### config.mk
export PLATFORM = sky130hd
export DESIGN_NAME = boc_rx_detector
export DESIGN_NICKNAME = d
export VERILOG_FILES = /design/src/rtl/boc_pkg.sv /design/src/rtl/boc_reset_ctrl.sv /design/src/rtl/boc_pattern_finder.sv /design/src/rtl/boc_integrator.sv /design/src/rtl/boc_rx_detector.sv
export SDC_FILE = /design/constraint.sdc
export NUM_CORES = 1
export LEC_CHECK = 0
export CAP_MARGIN = 20
export CORE_UTILIZATION = 50
export DETAILED_ROUTE_END_ITERATION = 16
export DONT_BUFFER_PORTS = 1
export GPL_TIMING_DRIVEN = 0
export PLACE_DENSITY = 0.68
export SKIP_LAST_GASP = 1
export SYNTH_ARGS = -nofsm -noshare
export SYNTH_HDL_FRONTEND = slang
export SYNTH_SLANG_ARGS = --single-unit
### constraint.sdc
create_clock -name clk -period 7.48 [get_ports clk]
set_input_delay 0.748 -clock clk [delete_from_list [all_inputs] [get_ports clk]]
set_output_delay 0.748 -clock clk [all_outputs]
set_load 0.02 [all_outputs]
### src/rtl/boc_pkg.sv
// Shared types and helpers for the bit-oriented code receive detector.
// Assumes a fixed four-entry mapping of the filter select to pattern counts.
package boc_pkg;

    typedef enum logic {
        MODE_INTEG  = 1'b0,
        MODE_DISINT = 1'b1
    } boc_mode_e;

    // Number of identical consecutive patterns required for a given select.
    function automatic logic [2:0] filt_need(input logic [1:0] sel);
        logic [2:0] n;
        case (sel)
            2'b00:   n = 3'd1;
            2'b01:   n = 3'd3;
            2'b10:   n = 3'd5;
            default: n = 3'd7;
        endcase
        return n;
    endfunction

endpackage

### src/rtl/boc_reset_ctrl.sv
// Acknowledged reset sequencer. A request pulse starts a busy window of
// RST_CYCLES cycles (or shorter if init_done arrives). The requested selects
// are copied into the working configuration only when the window ends.
// Assumes rst_req is ignored while a reset is already in progress.
module boc_reset_ctrl #(
    parameter int RST_CYCLES = 16
) (
    input  logic       clk,
    input  logic       rst_n,
    input  logic       rst_req,
    input  logic       init_done,
    input  logic [1:0] filt_sel,
    input  logic [1:0] disint_sel,
    output logic       busy,
    output logic [1:0] filt_cfg,
    output logic [1:0] disint_cfg
);

    localparam int CNT_W = $clog2(RST_CYCLES + 1);

    logic [CNT_W-1:0] cnt_q;
    logic             last_cycle;

    // Detect the final cycle of the busy window.
    always_comb begin
        last_cycle = init_done || (cnt_q == CNT_W'(RST_CYCLES - 1));
    end

    // Busy window sequencing and configuration latch.
    always_ff @(posedge clk) begin
        if (!rst_n) begin
            busy       <= 1'b0;
            cnt_q      <= '0;
            filt_cfg   <= 2'b00;
            disint_cfg <= 2'b00;
        end else if (busy) begin
            if (last_cycle) begin
                busy       <= 1'b0;
                cnt_q      <= '0;
                filt_cfg   <= filt_sel;
                disint_cfg <= disint_sel;
            end else begin
                cnt_q <= cnt_q + 1'b1;
            end
        end else if (rst_req) begin
            busy  <= 1'b1;
            cnt_q <= '0;
        end
    end

endmodule

### src/rtl/boc_pattern_finder.sv
// Sliding-window pattern search. On every valid bit, the last PAT_W bits are
// tested for flag (FLAG_W ones), zero, CODE_W code bits, zero. No alignment
// state is kept: the flag cannot occur inside a well-formed pattern's body.
// Assumes clr holds the window empty.
module boc_pattern_finder #(
    parameter int CODE_W = 6,
    parameter int FLAG_W = 8
) (
    input  logic              clk,
    input  logic              rst_n,
    input  logic              clr,
    input  logic              bit_vld,
    input  logic              bit_in,
    output logic              pat_hit,
    output logic [CODE_W-1:0] pat_code
);

    localparam int PAT_W = FLAG_W + CODE_W + 2;

    logic [PAT_W-2:0] win_q;
    logic [PAT_W-1:0] win_nxt;

    // Window as it will look after the current bit is shifted in.
    always_comb begin
        win_nxt  = {win_q, bit_in};
        pat_code = win_nxt[CODE_W:1];
        pat_hit  = bit_vld
                && (win_nxt[PAT_W-1 -: FLAG_W] == {FLAG_W{1'b1}})
                && !win_nxt[CODE_W+1]
                && !win_nxt[0];
    end

    // Shift register holding the most recent bits.
    always_ff @(posedge clk) begin
        if (!rst_n || clr) begin
            win_q <= '0;
        end else if (bit_vld) begin
            win_q <= win_nxt[PAT_W-2:0];
        end
    end

endmodule

### src/rtl/boc_integrator.sv
// Two-mode detector core. In integration mode it counts identical
// consecutive patterns until the filter depth is met. In disintegration mode
// it counts valid bits since the last matching pattern until the loss window
// expires. Only one counter is active at a time.
// Assumes filt_cfg and disint_cfg change only while clr is asserted.
module boc_integrator
    import boc_pkg::*;
#(
    parameter int CODE_W   = 6,
    parameter int DIS_STEP = 16
) (
    input  logic              clk,
    input  logic              rst_n,
    input  logic              clr,
    input  logic              bit_vld,
    input  logic              pat_hit,
    input  logic [CODE_W-1:0] pat_code,
    input  logic [1:0]        filt_cfg,
    input  logic [1:0]        disint_cfg,
    output logic [CODE_W-1:0] code_out,
    output logic              code_valid,
    output logic              code_clear
);

    localparam int BCNT_W = $clog2(4 * DIS_STEP + 1);

    boc_mode_e         mode_q;
    logic [CODE_W-1:0] cand_q;
    logic [2:0]        icnt_q;
    logic [BCNT_W-1:0] bcnt_q;
    logic [2:0]        need;
    logic [2:0]        icnt_nxt;
    logic [BCNT_W-1:0] limit;
    logic [BCNT_W-1:0] bcnt_inc;
    logic              same_code;

    // Thresholds and next counts for the active mode.
    always_comb begin
        need      = filt_need(filt_cfg);
        limit     = BCNT_W'((32'(disint_cfg) + 32'd1) * 32'(DIS_STEP));
        icnt_nxt  = ((pat_code == cand_q) && (icnt_q != 3'd0)) ? icnt_q + 3'd1 : 3'd1;
        bcnt_inc  = bcnt_q + 1'b1;
        same_code = pat_hit && (pat_code == code_out);
    end

    // Mode sequencing, counters and outputs.
    always_ff @(posedge clk) begin
        if (!rst_n || clr) begin
            mode_q     <= MODE_INTEG;
            cand_q     <= '0;
            icnt_q     <= '0;
            bcnt_q     <= '0;
            code_out   <= '0;
            code_valid <= 1'b0;
            code_clear <= 1'b0;
        end else begin
            code_clear <= 1'b0;
            if (mode_q == MODE_INTEG) begin
                if (pat_hit) begin
                    cand_q <= pat_code;
                    if (icnt_nxt >= need) begin
                        icnt_q     <= '0;
                        bcnt_q     <= '0;
                        code_out   <= pat_code;
                        code_valid <= 1'b1;
                        mode_q     <= MODE_DISINT;
                    end else begin
                        icnt_q <= icnt_nxt;
                    end
                end
            end else if (bit_vld) begin
                if (same_code) begin
                    bcnt_q <= '0;
                end else if (bcnt_inc == limit) begin
                    bcnt_q     <= '0;
                    code_valid <= 1'b0;
                    code_clear <= 1'b1;
                    mode_q     <= MODE_INTEG;
                end else begin
                    bcnt_q <= bcnt_inc;
                end
            end
        end
    end

endmodule

### src/rtl/boc_rx_detector.sv
// Top level of the bit-oriented code receive detector. Connects the reset
// sequencer, the pattern search and the two-mode detector core.
// Assumes one data-link bit per cycle at most, flagged by bit_vld.
module boc_rx_detector #(
    parameter int CODE_W     = 6,
    parameter int FLAG_W     = 8,
    parameter int DIS_STEP   = 16,
    parameter int RST_CYCLES = 16
) (
    input  logic              clk,
    input  logic              rst_n,
    input  logic              bit_vld,
    input  logic              bit_in,
    input  logic [1:0]        filt_sel,
    input  logic [1:0]        disint_sel,
    input  logic              rst_req,
    input  logic              init_done,
    output logic [CODE_W-1:0] code_out,
    output logic              code_valid,
    output logic              code_clear,
    output logic              rst_busy
);

    logic [1:0]        filt_cfg;
    logic [1:0]        disint_cfg;
    logic              pat_hit;
    logic [CODE_W-1:0] pat_code;

    boc_reset_ctrl #(
        .RST_CYCLES(RST_CYCLES)
    ) rst_ctrl_i (
        .clk       (clk),
        .rst_n     (rst_n),
        .rst_req   (rst_req),
        .init_done (init_done),
        .filt_sel  (filt_sel),
        .disint_sel(disint_sel),
        .busy      (rst_busy),
        .filt_cfg  (filt_cfg),
        .disint_cfg(disint_cfg)
    );

    boc_pattern_finder #(
        .CODE_W(CODE_W),
        .FLAG_W(FLAG_W)
    ) finder_i (
        .clk     (clk),
        .rst_n   (rst_n),
        .clr     (rst_busy),
        .bit_vld (bit_vld),
        .bit_in  (bit_in),
        .pat_hit (pat_hit),
        .pat_code(pat_code)
    );

    boc_integrator #(
        .CODE_W  (CODE_W),
        .DIS_STEP(DIS_STEP)
    ) integ_i (
        .clk       (clk),
        .rst_n     (rst_n),
        .clr       (rst_busy),
        .bit_vld   (bit_vld),
        .pat_hit   (pat_hit),
        .pat_code  (pat_code),
        .filt_cfg  (filt_cfg),
        .disint_cfg(disint_cfg),
        .code_out  (code_out),
        .code_valid(code_valid),
        .code_clear(code_clear)
    );

endmodule

==> run summary <==
Status = complete, no violations
Async set or reset register ratio after synthesis = 0%
Avg WL per Cell = 13.3 um
Clock buffer depth = 2
End of the worst register-to-register path = integ_i.bcnt_q[5]
Die ar. = 0.00519 mm^2
Cells after synthesis = 266
Initial antenna violation count = 0
Final net count = 291
Routed Antenna Nets = 0
Total number of vias = 1814
Worst Setup End Kind = flip-flop
I/O pins = 19
DRC = 0
Seq/Total Area, Yosys = 40.8%
Clk root buf = clkbuf_8
Cell area after synthesis = 0.00245 mm^2
PortBufs = 0
FP Rows = 25
RSZ-0062 raised after global routing = false
Reg clk slew, reported paths = 0.09 ns
DR pass1 iterations = 4
Post-CTS setup buffer count = 0
Post-synth top flop = dfxtp_1
Num CTS Buffers = 5
FILL cells = 426
Critical path class = flip-flop to flip-flop
Synthesized netlist net count = 284
#FFs+latches synth = 50
Worst Tran Pin Value = 0.713 ns
Static Leak = 1.02 nW
PnR Total Power = 481 uW
CP Max Fanout = 5
Synth Area per Inst = 9.23 um^2
Clock Latency Late Sink = 0.30 ns
Met2 GRT Util = 31.0%
CTS Hold Buffers Added = 0
CTS H-tree lvls = 2
Setup TNS = 0 ns
Max frequency = 341 MHz
Pins Over Slew Limit = 0
CP arrival = 3.16 ns
Number of flops mapped to enable cells by yosys = 0
Relative slew slack = 52.1%
Min cycle time layout = 2.93 ns
Final setup violation count = 0
Post-CTS sizing = 0
Crit path to = integ_i.bcnt_q[5]
Max-cap violations = 0
Total gr overflow = 0
Core area = 0.00472 mm^2
Share of layout cells above drive strength 1 = 7.66%
Total GRT Usage = 19.4%
Footprint of the multi-input gates = 0.00134 mm^2
Final hold vios = 0
Tcrit/Tclk final = 39.2%
Tightest Hold Check Type = flip-flop to flip-flop
Number of diodes = 0
First-pass GRT wire length = 7900 um
Routing usage on met3 = 5.42%
Register-to-Register Path Depth = 11
Largest area contributor in the netlist = dfxtp_1
Die height = 72.1 um
Count leader, synth = dfxtp_1
Worst Skew = 0.00664 ns
Worst R2R Start = integ_i.icnt_q[0]
Ys Warns = 0
Initial Utilization = 52.0%
Final WL = 4550 um
Vias per cell = 5.32
GRT busiest layer = met2
Routing usage on met1 = 25.7%
Reg2reg setup slack = 4.55 ns
Via count of the first global-routing pass = 1745
Die Width = 72.1 um
Synth top area share = 40.8%
Pwr dens = 182 mW/mm^2
Crit start category = flip-flop
HPWL after DPL = 3290 um
FF+latch area = 0.00100 mm^2
VDD IR max = 0.0000896 V
Top post-synthesis cells by area = dfxtp_1 41%, mux2i_1 14%, nor2_1 5.4%
DR iter-0 viols = 93
Synthesis-to-layout area growth = 7.75%
Largest net degree at the start of global routing = 15
Clk sinks = 50
CTS tree = done
Worst Setup SP = integ_i.icnt_q[0]
Synth top cells by count = 50 x dfxtp_1, 35 x mux2i_1, 35 x nor2_1
Post-synth cell types = 44
Crit path required time = 7.71 ns
Routability cong. = 0.765
-- through the flow --
stage	hold WS, ns	instances	utilization (%)	area, um^2	worst slack (ns)
after floorplan	0.455	266	-	2450	5.11
final	0.483	341	56.0	2650	4.55
after global routing	0.506	341	56.0	2650	4.34
after global placement	0.470	333	53.7	2540	4.69
after detailed placement	0.477	333	53.7	2540	4.60
after CTS	0.489	341	56.0	2650	4.55
-- worst max-delay path, cell delays in order, from the launching register on --
cell and delay (ns):
dfxtp_1 0.41, inv_1 0.06, ha_1 0.20, inv_1 0.06, o2111ai_1 0.18, nor4_1 0.52, ha_1 0.33, a21oi_1 0.40
o31a_1 0.24, nand3_1 0.17, o31a_1 0.16, mux2i_1 0.13
-- cell type report --
cell class	instances	area share, %
plain buffers	16	3.12
clock buffers	7	2.89
clock inverters	1	1.14
inverters	8	1.14
multi-input cells	192	50.7
flip-flops and latches	50	37.8
well taps	67	3.17
-- cells by family (layout without fill, tap and decap cells) --
group / after synthesis / after routing / share of synthesized area, %
DFF: 50 / 50 / 40.8
AOI/OAI and AO/OA: 34 / 34 / 8.92
muxes: 35 / 35 / 14.3
buffers and inverters: 24 / 32 / 4.59
adders and majority gates: 8 / 8 / 4.08
xor gates and xnor gates: 19 / 19 / 6.78
and+or+nand+nor: 96 / 96 / 20.6
-- flip-flops by register name, indices dropped and copies added, names as in the netlist --
signal	cells
finder_i.win_q	15
integ_i.bcnt_q	7
integ_i.cand_q	6
integ_i.code_clear	1
integ_i.code_out	6
integ_i.code_valid	1
integ_i.icnt_q	3
integ_i.mode_q	1
rst_ctrl_i.busy	1
rst_ctrl_i.cnt_q	5
rst_ctrl_i.disint_cfg	2
rst_ctrl_i.filt_cfg	2
-- layer usage --
layer / vias to the layer above / part of all wire (%)
met5: - / 0
met4: 0 / 1.2
met3: 5 / 3.5
met2: 22 / 48
met1: 846 / 47
li1: 941 / -
-- power breakdown --
| part | internal, mW | total, mW | switching, mW |
|---|---|---|---|
| clock | 0.100 | 0.185 | 0.0851 |
| combinational | 0.00970 | 0.0266 | 0.0169 |
| sequential | 0.268 | 0.269 | 0.00158 |
| total | 0.378 | 0.481 | 0.104 |
-- layout by cell type (no fill, tap or decap), types with 6 or more instances in the layout --
cell / instances
o21ai_0: 6
nor3_1: 6
ha_1: 8
nor2_1: 35
clkbuf_1: 7
dfxtp_1: 50
xnor2_1: 14
nand2_1: 11
nor2b_1: 6
a21oi_1: 9
inv_1: 8
nand3_1: 8
mux2i_1: 35
-- worst min-delay path by stage --
stage                      start                end  slack [ns]  cells after the start
5_1_grt        integ_i.bcnt_q[6]  integ_i.bcnt_q[6]        0.51                      1
3_5_place_dp   integ_i.bcnt_q[6]  integ_i.bcnt_q[6]        0.48                      1
4_1_cts        integ_i.bcnt_q[6]  integ_i.bcnt_q[6]        0.49                      1
3_3_place_gp   integ_i.bcnt_q[6]  integ_i.bcnt_q[6]        0.47                      1
6_report       integ_i.bcnt_q[6]  integ_i.bcnt_q[6]        0.48                      1
2_1_floorplan  integ_i.bcnt_q[2]  integ_i.bcnt_q[2]        0.46                      1
Power figures use the tool's default switching activity.
